$ cat src/rtl/adc_trig_pkg.sv
package adc_trig_pkg;

    localparam int REG_W = 16;
    localparam logic [REG_W-1:0] CTRL_MASK = 16'hC0FF;

    typedef enum logic [1:0] {
        RL_NEVER  = 2'b00,
        RL_CREST  = 2'b01,
        RL_TROUGH = 2'b10,
        RL_BOTH   = 2'b11
    } reload_sel_e;

    typedef enum logic [2:0] {
        AD_CTRL   = 3'd0,
        AD_BUF_A  = 3'd1,
        AD_BUF_B  = 3'd2,
        AD_WORK_A = 3'd3,
        AD_WORK_B = 3'd4
    } reg_addr_e;

    typedef struct packed {
        reload_sel_e sel;
        logic        up_a;
        logic        dn_a;
        logic        up_b;
        logic        dn_b;
        logic [1:0]  tie_a;
        logic [1:0]  tie_b;
    } ctrl_t;

    typedef struct packed {
        logic up_en;
        logic down_en;
        logic tied;
    } chan_cfg_t;

    function automatic ctrl_t unpack_ctrl(logic [REG_W-1:0] w);
        ctrl_t c;
        c.sel   = reload_sel_e'(w[15:14]);
        c.up_a  = w[7];
        c.dn_a  = w[6];
        c.up_b  = w[5];
        c.dn_b  = w[4];
        c.tie_a = w[3:2];
        c.tie_b = w[1:0];
        return c;
    endfunction

    function automatic logic [REG_W-1:0] pack_ctrl(ctrl_t c);
        return {c.sel, 6'b000000, c.up_a, c.dn_a, c.up_b, c.dn_b, c.tie_a, c.tie_b};
    endfunction

    function automatic chan_cfg_t chan_cfg(ctrl_t c, logic pick_b);
        chan_cfg_t r;
        r.up_en   = pick_b ? c.up_b : c.up_a;
        r.down_en = pick_b ? c.dn_b : c.dn_a;
        r.tied    = pick_b ? |c.tie_b : |c.tie_a;
        return r;
    endfunction

    function automatic logic reload_due(reload_sel_e sel, logic comp,
                                        logic at_crest, logic at_trough,
                                        logic at_period);
        logic due;
        if (comp) begin
            unique case (sel)
                RL_CREST:  due = at_crest;
                RL_TROUGH: due = at_trough;
                RL_BOTH:   due = at_crest | at_trough;
                default:   due = 1'b0;
            endcase
        end else begin
            due = (sel == RL_CREST) && at_period;
        end
        return due;
    endfunction

endpackage

$ cat src/rtl/adc_trig_regs.sv
module adc_trig_regs
    import adc_trig_pkg::*;
#(
    parameter int DW = 16
) (
    input  logic             clk,
    input  logic             rst,
    input  logic             wr_en,
    input  logic [2:0]       wr_addr,
    input  logic [REG_W-1:0] wr_data,
    input  logic [2:0]       rd_addr,
    output logic [REG_W-1:0] rd_data,
    input  logic [DW-1:0]    work_a_i,
    input  logic [DW-1:0]    work_b_i,
    output ctrl_t            ctrl_o,
    output logic [DW-1:0]    buf_a_o,
    output logic [DW-1:0]    buf_b_o,
    output logic             load_a_o,
    output logic             load_b_o,
    output logic [DW-1:0]    load_data_o
);

    ctrl_t         ctrl_q;
    logic [DW-1:0] buf_a_q;
    logic [DW-1:0] buf_b_q;

    always_ff @(posedge clk) begin
        if (rst) begin
            ctrl_q  <= '0;
            buf_a_q <= '0;
            buf_b_q <= '0;
        end else if (wr_en) begin
            case (wr_addr)
                AD_CTRL:  ctrl_q  <= unpack_ctrl(wr_data);
                AD_BUF_A: buf_a_q <= wr_data[DW-1:0];
                AD_BUF_B: buf_b_q <= wr_data[DW-1:0];
                default:  ;
            endcase
        end
    end

    assign load_a_o    = wr_en && (wr_addr == AD_WORK_A);
    assign load_b_o    = wr_en && (wr_addr == AD_WORK_B);
    assign load_data_o = wr_data[DW-1:0];
    assign ctrl_o      = ctrl_q;
    assign buf_a_o     = buf_a_q;
    assign buf_b_o     = buf_b_q;

    always_comb begin
        case (rd_addr)
            AD_CTRL:   rd_data = pack_ctrl(ctrl_q);
            AD_BUF_A:  rd_data = REG_W'(buf_a_q);
            AD_BUF_B:  rd_data = REG_W'(buf_b_q);
            AD_WORK_A: rd_data = REG_W'(work_a_i);
            AD_WORK_B: rd_data = REG_W'(work_b_i);
            default:   rd_data = '0;
        endcase
    end

    AST_RSVD_READ_ZERO: assert property (@(posedge clk) disable iff (rst)
        (rd_addr == AD_CTRL) |-> (rd_data[13:8] == 6'b000000)) else $error("reserved bits set");

    AST_CTRL_WRITE_LANDS: assert property (@(posedge clk) disable iff (rst)
        (wr_en && wr_addr == AD_CTRL) |=> (pack_ctrl(ctrl_o) == ($past(wr_data) & CTRL_MASK))) else $error("ctrl write lost");

endmodule

$ cat src/rtl/adc_trig_chan.sv
module adc_trig_chan
    import adc_trig_pkg::*;
#(
    parameter int CW = 16
) (
    input  logic          clk,
    input  logic          rst,
    input  logic          comp_mode_i,
    input  logic [CW-1:0] cnt_i,
    input  logic          cnt_up_i,
    input  logic [CW-1:0] crest_i,
    input  logic          reload_i,
    input  logic [CW-1:0] buf_i,
    input  logic          load_i,
    input  logic [CW-1:0] load_data_i,
    input  chan_cfg_t     cfg_i,
    input  logic          skip_ok_i,
    output logic          trig_o,
    output logic [CW-1:0] work_o,
    output logic          err_o
);

    localparam int XW = CW + 1;

    logic [CW-1:0] work_q;
    logic          trig_q;
    logic [XW-1:0] cnt_x, crest_x, work_x;
    logic          up_win, dn_win, hit;

    assign cnt_x   = {1'b0, cnt_i};
    assign crest_x = {1'b0, crest_i};
    assign work_x  = {1'b0, work_q};

    always_comb begin
        up_win = comp_mode_i ? (cnt_up_i && (cnt_x + XW'(1) <= crest_x)) : 1'b1;
        dn_win = comp_mode_i && !cnt_up_i && (cnt_i != '0) && (cnt_x <= crest_x);
        hit    = ((cfg_i.up_en && up_win) || (cfg_i.down_en && dn_win))
                 && (cnt_i == work_q)
                 && (!cfg_i.tied || skip_ok_i);
    end

    always_ff @(posedge clk) begin
        if (rst) begin
            work_q <= '0;
            trig_q <= 1'b0;
        end else begin
            trig_q <= hit;
            if (load_i)
                work_q <= load_data_i;
            else if (reload_i)
                work_q <= buf_i;
        end
    end

    assign trig_o = trig_q;
    assign work_o = work_q;
    assign err_o  = cfg_i.tied && ((work_x < XW'(2)) || (work_x + XW'(2) > crest_x));

    AST_TRIG_NEEDS_ENABLE: assert property (@(posedge clk) disable iff (rst)
        trig_o |-> $past(cfg_i.up_en || cfg_i.down_en)) else $error("request without enable");

    AST_PLAIN_DOWN_IGNORED: assert property (@(posedge clk) disable iff (rst)
        (!comp_mode_i && !cfg_i.up_en) |=> !trig_o) else $error("down enable used in plain mode");

    AST_RELOAD_NEXT_CYCLE: assert property (@(posedge clk) disable iff (rst)
        (reload_i && !load_i) |=> (work_o == $past(buf_i))) else $error("reload mistimed");

    AST_HOLD_WITHOUT_EVENT: assert property (@(posedge clk) disable iff (rst)
        (!reload_i && !load_i) |=> $stable(work_o)) else $error("working value drifted");

    AST_TIED_NEEDS_QUALIFY: assert property (@(posedge clk) disable iff (rst)
        trig_o |-> $past(!cfg_i.tied || skip_ok_i)) else $error("tied request without qualify");

    AST_TROUGH_DOWN_CLOSED: assert property (@(posedge clk) disable iff (rst)
        (comp_mode_i && !cnt_up_i && cnt_i == '0 && !cfg_i.up_en) |=> !trig_o) else $error("down window hit at zero");

endmodule

$ cat src/rtl/adc_trig_gen.sv
module adc_trig_gen
    import adc_trig_pkg::*;
#(
    parameter int CW = 16
) (
    input  logic             clk,
    input  logic             rst,
    input  logic             comp_mode,
    input  logic [CW-1:0]    cnt_val,
    input  logic             cnt_up,
    input  logic [CW-1:0]    crest_val,
    input  logic             crest_stb,
    input  logic             trough_stb,
    input  logic             period_stb,
    input  logic             skip_ok_a,
    input  logic             skip_ok_b,
    input  logic             wr_en,
    input  logic [2:0]       wr_addr,
    input  logic [REG_W-1:0] wr_data,
    input  logic [2:0]       rd_addr,
    output logic [REG_W-1:0] rd_data,
    output logic             trig_a,
    output logic             trig_b,
    output logic             cfg_err
);

    localparam int NCH = 2;

    ctrl_t         ctrl;
    logic [CW-1:0] buf_w   [NCH];
    logic [CW-1:0] work_w  [NCH];
    logic          load_w  [NCH];
    logic          skip_w  [NCH];
    logic          trig_w  [NCH];
    logic          err_w   [NCH];
    chan_cfg_t     cfg_w   [NCH];
    logic [CW-1:0] load_data;
    logic          reload;

    adc_trig_regs #(.DW(CW)) u_regs (
        .clk         (clk),
        .rst         (rst),
        .wr_en       (wr_en),
        .wr_addr     (wr_addr),
        .wr_data     (wr_data),
        .rd_addr     (rd_addr),
        .rd_data     (rd_data),
        .work_a_i    (work_w[0]),
        .work_b_i    (work_w[1]),
        .ctrl_o      (ctrl),
        .buf_a_o     (buf_w[0]),
        .buf_b_o     (buf_w[1]),
        .load_a_o    (load_w[0]),
        .load_b_o    (load_w[1]),
        .load_data_o (load_data)
    );

    assign reload    = reload_due(ctrl.sel, comp_mode, crest_stb, trough_stb, period_stb);
    assign skip_w[0] = skip_ok_a;
    assign skip_w[1] = skip_ok_b;

    for (genvar g = 0; g < NCH; g++) begin : g_chan
        assign cfg_w[g] = chan_cfg(ctrl, g[0]);

        adc_trig_chan #(.CW(CW)) u_chan (
            .clk         (clk),
            .rst         (rst),
            .comp_mode_i (comp_mode),
            .cnt_i       (cnt_val),
            .cnt_up_i    (cnt_up),
            .crest_i     (crest_val),
            .reload_i    (reload),
            .buf_i       (buf_w[g]),
            .load_i      (load_w[g]),
            .load_data_i (load_data),
            .cfg_i       (cfg_w[g]),
            .skip_ok_i   (skip_w[g]),
            .trig_o      (trig_w[g]),
            .work_o      (work_w[g]),
            .err_o       (err_w[g])
        );
    end

    assign trig_a  = trig_w[0];
    assign trig_b  = trig_w[1];
    assign cfg_err = err_w[0] | err_w[1];

    AST_ERR_NEEDS_TIE: assert property (@(posedge clk) disable iff (rst)
        cfg_err |-> (cfg_w[0].tied || cfg_w[1].tied)) else $error("error flag without tie");

    AST_PLAIN_BAD_SEL_HOLDS: assert property (@(posedge clk) disable iff (rst)
        (!comp_mode && ctrl.sel[1] && !load_w[0]) |=> $stable(work_w[0])) else $error("illegal select reloaded");

endmodule

$ cat config.mk
export PLATFORM = sky130hd
export DESIGN_NAME = adc_trig_gen
export DESIGN_NICKNAME = d
export VERILOG_FILES = /design/src/rtl/adc_trig_pkg.sv /design/src/rtl/adc_trig_regs.sv /design/src/rtl/adc_trig_chan.sv /design/src/rtl/adc_trig_gen.sv
export SDC_FILE = /design/constraint.sdc
export NUM_CORES = 1
export LEC_CHECK = 0
export BUFFER_PORTS_ARGS = -buffer_cell sky130_fd_sc_hd__buf_2
export CORE_MARGIN = 3
export CORE_UTILIZATION = 40
export DETAILED_ROUTE_END_ITERATION = 10
export PLACE_DENSITY = 0.65
export SKIP_CTS_REPAIR_TIMING = 1
export SLEW_MARGIN = 20
export SYNTH_ARGS = -nofsm -noshare
export SYNTH_HDL_FRONTEND = slang
export SYNTH_HIERARCHICAL = 1
export SYNTH_SLANG_ARGS = --single-unit
export TNS_END_PERCENT = 20
$ cat constraint.sdc
create_clock -name clk -period 6.6 [get_ports clk]
set_input_delay 0.66 -clock clk [delete_from_list [all_inputs] [get_ports clk]]
set_output_delay 0.66 -clock clk [all_outputs]
set_load 0.05 [all_outputs]
# --- After elaboration in Yosys (flattened, before gate mapping) ---
# Index checks and enable logic that the tools add are counted.
totals:
  register_bits: 76
  inputBits: 64
classes:
  eq_ne: 13
  n_reduce_logical: 36
  bitwise_logic: 2
  order_cmp: 6
  mux: 8
  addsub: 3
op_table:
  columns: ["op", "count"]
  rows:
  - ["$pmux 16 s5", 1]
  - ["$mux 16", 4]
  - ["$add 16x2->17 const B", 2]
  - ["$gt 17x16->1", 2]
  - ["$eq 16x16->1", 2]
  - ["$lt 16x2->1 const B", 2]
  - ["$add 16x1->17 const B", 1]
  - ["$le 17x16->1", 1]
  - ["$logic_and 1x1->1", 17]
  - ["$le 16x16->1", 1]
  - ["$reduce_bool 16->1", 1]
  - ["$eq 3x2->1 const B", 4]
  - ["$eq 3x1->1 const B", 2]
  - ["$eq 3x3->1 const B", 2]
  - ["$logic_not 3->1", 2]
  - ["$logic_or 1x1->1", 6]
  - ["$reduce_and 2->1", 3]
  - ["$eq 2x2->1 const B", 2]
  - ["$reduce_bool 2->1", 2]
  - ["$reduce_or 2->1", 2]
  - ["$logic_not 1->1", 3]
  - ["$pmux 1 s3", 1]
  - ["$eq 2x1->1 const B", 1]
  - ["$mux 1", 2]
  - ["$or 1x1->1", 2]

# --- Depth between registers and ports, before layout ---
logic_depth:
  word_depth: 8
  depth_mapped: 14
  mapped_depth_nobuf: 14

# --- Cells and area by module ---
# Netlist, hierarchy kept.
by_module_without_submodules:
  columns: ["module", "cells_each", "area_per_inst_um2", "n_inst", "seq_area_each_um2"]
  rows:
  - ["adc_trig_chan (g_chan[1].u_chan)", 356, 2692.6, 1, 340.3]
  - ["adc_trig_chan (g_chan[0].u_chan)", 353, 2690.1, 1, 340.3]
  - ["adc_trig_regs", 279, 2288.4, 1, 840.8]
  - ["adc_trig_gen", 7, 45.0, 1, 0.0]

# --- Worst setup path after synthesis ---
# OpenSTA, ideal clock, no wires.
synth_path:
  path_kind: "reg-to-output"
  from: "reg g_chan[0].u_chan.work_q[9]"
  to: "out cfg_err"
  t_required_ps: 5940
  stages_incl_launch_ff: 15
  arrival_ps: 2918
  path_slack_ps: 3022
  cell_sequence: "dfxtp_1 -> clkbuf_2 -> nand4_1 -> or2_0 -> or3_1 -> nor2_1 -> xor2_1 -> ha_1 -> a21o_1 -> a211oi_1 -> o211ai_1 -> a21oi_1 -> o221ai_1 -> and2_1 -> or2_2"
synth_rtl:
  columns: ["item", "line", "rtl"]
  rows:
  - ["start: declaration", "adc_trig_chan.sv:25", "logic [CW-1:0] work_q;"]
  - ["start signal: assignment", "adc_trig_chan.sv:49", "work_q <= load_data_i;"]
  - ["start signal: assignment", "adc_trig_chan.sv:51", "work_q <= buf_i;"]
  - ["end: declaration", "adc_trig_gen.sv:24", "output logic cfg_err"]

==> results.toml <==
[power_and_ir_drop]
power_mw = 1.35
worst_ir_drop_vdd_mv = 0.185
total_leakage_power_nw = 3.60
p_per_area_nw_per_um2 = 159

[critical_path]
cp-end-kind = "output port"
r2r-end = "g_chan[1].u_chan/work_o[4]"
cp-start-kind = "flop"
rrSetupSlack_ns = 4.79
cp_max_fo = 9
crit_chain = "nand4_1, or2_0, or3_1, nor2_1, xor2_1, ha_1, a21o_1, a211oi_1, o211ai_1, a21oi_1, o221ai_1, and2_1, or2_2, buf_2"
crit_path_top_delay_cell = "dfxtp_1"
required_ns = 5.94
path_class = "flop to output port"
critical_path_arrival_ns = 3.67
slowest_delay_ns = 0.50
timing.rr.start = "u_regs/ctrl_o[8]"
ff2ff_path_depth = 7
startpoint = "g_chan[0].u_chan/work_o[7]"
critPathCapture = "cfg_err"

[logic_synthesis]
netlist_instances = 995
synth_common_cells = "nand2_1, ha_1, nor2_1"
synth_mux_area_frac = 0.0639
syn_area_um2 = 7720
yosysWarningCount = 6
synth-xor-area-share = 0.0976
synth_edf_count = 0
synthAdderAreaFrac = 0.165
synth-seq-cells = 76
syn_avg_cell_area_um2 = 7.75
synth-main-ff-cell = "dfxtp_1"
synth-compound-area-share = 0.169
synth_area_leaders = "dfxtp_1, ha_1, nand2_1"
synth_seq_area_share = 0.197
yosysMostFrequentCell = "nand2_1"
synth.distinct_cells = 67
synth_top_family_by_area = "simple AND/OR/NAND/NOR gates"
netlist.area_leader.share = 0.197
async_flop_share = 0
synthSimpleGateAreaFrac = 0.234
synth_area_leader_cell = "dfxtp_1"
synthesis.nets = 1161

[place]
placement.io_buffers = 82
routabilityCongestion = 0.936
place_area_um2 = 8130
hpwl_um = 18000

[sta]
rsz0062_at_grt = "no"
fin_tns_setup_ns = 0
maxSlewHeadroom = 0.333
worstMarginPinSlew_ns = 0.995
finClkSkew_ns = 0.00788
fin_crit_ns = 4.33
setup_viol = 0
maxSlewViolCount = 0
fmax_mhz = 231
finalCritPeriodShare = 0.656
hold_viol = 0

[cts]
clock-sinks = 76
cts_buffer_depth = 2
cts_buffers = 9
worstSkewPairLatency_ns = 0.34
htreeDepth = 3
cts_root_buf = "clkbuf_16"
clk_pin_slew_ns = 0.06
cts_tree = "built"

[die]
initial_core_util = 0.410
fp.dieArea_um2 = 21000
core_um2 = 18800
die_x_um = 145
die_h_um = 145
fp-row-count = 50
io_pins = 83

[run]
drv_cap = 0

[final_layout]
drive_gt1_frac = 0.139
final_nets = 1189
area_growth_pct = 9.78
antenna_cells = 0
fill_cells = 1915
postLayoutCellArea_um2 = 8470

[grt]
grt_max_degree = 42
overflow = 0
track_usage = 0.229
grt_pass1_vias = 6692
antenna_found_initial = 0
grt_pass1_wl_um = 37300

[detailed_routing]
drtIter0Drc = 578
dr_total_vias = 7326
via_per_inst = 5.69
drc = 0
wirelength_um = 24300
post_drt_wl_per_cell_um = 18.8
drtPass1Iterations = 5
postRouteAntennaNets = 0

[min_path]
hp-class = "flop to flop"

[run_status]
outcome = "completed"
[registers in the layout, summed over array words and instances, names as in the netlist]
register / flops
g_chan.u_chan/work_o: 32
u_regs/buf_a_o: 16
u_regs/buf_b_o: 16
u_regs/ctrl_o: 10
g_chan.u_chan/trig_o: 2
[stage by stage]
step | instances | setup slack [ns] | util | hold WS [ns]
finish | 1288 | 2.27 | 0.450 | 0.469
global route | 1288 | 2.03 | 0.450 | 0.499
CTS | 1288 | 2.26 | 0.450 | 0.472
detailed placement | 1272 | 2.62 | 0.432 | 0.465
global placement | 1272 | 2.71 | 0.432 | 0.459
floorplan | 995 | 3.02 | - | 0.445
[cell families (layout without fill, tap and decap cells)]
| group | Yosys count | count (layout) |
|---|---|---|
| flip-flops | 76 | 76 |
| AO/OA/AOI/OAI | 204 | 204 |
| adder cells (fa/ha/maj) | 102 | 102 |
| AND/OR/NAND/NOR | 363 | 363 |
| multiplexers | 48 | 48 |
| XOR/XNOR | 86 | 86 |
| buffers and inverters | 116 | 149 |
[worst min path at each step]
stage / from / to / slack, ns / depth (start not counted)
4_1_cts: u_regs/ctrl_o[0] / u_regs/ctrl_o[0] / 0.47 / 2
3_5_place_dp: u_regs/ctrl_o[0] / u_regs/ctrl_o[0] / 0.47 / 2
3_3_place_gp: u_regs/ctrl_o[3] / u_regs/ctrl_o[3] / 0.46 / 2
6_report: u_regs/ctrl_o[3] / u_regs/ctrl_o[3] / 0.47 / 2
2_1_floorplan: u_regs/ctrl_o[0] / u_regs/ctrl_o[0] / 0.44 / 2
5_1_grt: u_regs/buf_b_o[2] / u_regs/buf_b_o[2] / 0.50 / 2
[power breakdown]
group          internal [mW]  switching [mW]  total [mW]
registers              0.468          0.0155       0.484
logic                  0.108           0.189       0.297
clock network          0.370           0.198       0.568
total                  0.947           0.402        1.35
[worst max-delay path: cells and delay by family, from the launching register on]
kind	cells	cell delay, ns
compound gates	5	0.79
xor+xnor	1	0.19
fa+ha+maj	1	0.27
buf+inv	1	0.22
flops	1	0.50
simple gates	6	1.38
[area by class of cell]
type                            count  area, µm²  area share
Clock buffer                       10        229      0.0270
Clock inverter                      6        113      0.0133
Inverter                           45        169      0.0199
Multi-Input combinational cell    803       5660       0.668
Sequential cell                    76       1520       0.180
Tap cell                          260        325      0.0384
Timing Repair Buffer               88        455      0.0538
[per-layer routing]
metal	global-route usage	share of wire	up-vias	routed length (µm)
li1	-	-	3585	-
met3	0.0315	0.074	39	1800
met5	0	0	-	0
met1	0.328	0.46	3413	11300
met4	0.0604	0.021	0	521
met2	0.362	0.44	289	10700
[layout by cell type, fill, tap and decap left out, types with 3 or more instances in the layout]
| cell | n |
|---|---|
| ha_1 | 102 |
| o22ai_1 | 16 |
| a21oi_1 | 83 |
| dfxtp_1 | 76 |
| nor3_1 | 11 |
| a2111oi_0 | 4 |
| a21o_1 | 10 |
| a21oi_2 | 20 |
| and2_1 | 3 |
| or2_2 | 4 |
| and3_1 | 8 |
| o21ai_0 | 14 |
| a211oi_1 | 6 |
| bufinv_16 | 3 |
| buf_2 | 82 |
| o21ai_1 | 3 |
| nand3_1 | 26 |
| mux2_1 | 10 |
| clkbuf_16 | 9 |
| buf_4 | 6 |
| nor4_1 | 16 |
| nand4_1 | 33 |
| nor2b_1 | 13 |
| nor3_2 | 3 |
| xor2_1 | 46 |
| inv_1 | 45 |
| nor2_1 | 91 |
| xnor2_1 | 40 |
| nand4bb_1 | 3 |
| mux2i_1 | 38 |
| a31oi_1 | 3 |
| and3_4 | 3 |
| o211ai_1 | 4 |
| a22oi_1 | 26 |
| nand2_1 | 124 |
| nand2b_1 | 3 |
(Power assumes the default switching activity.)
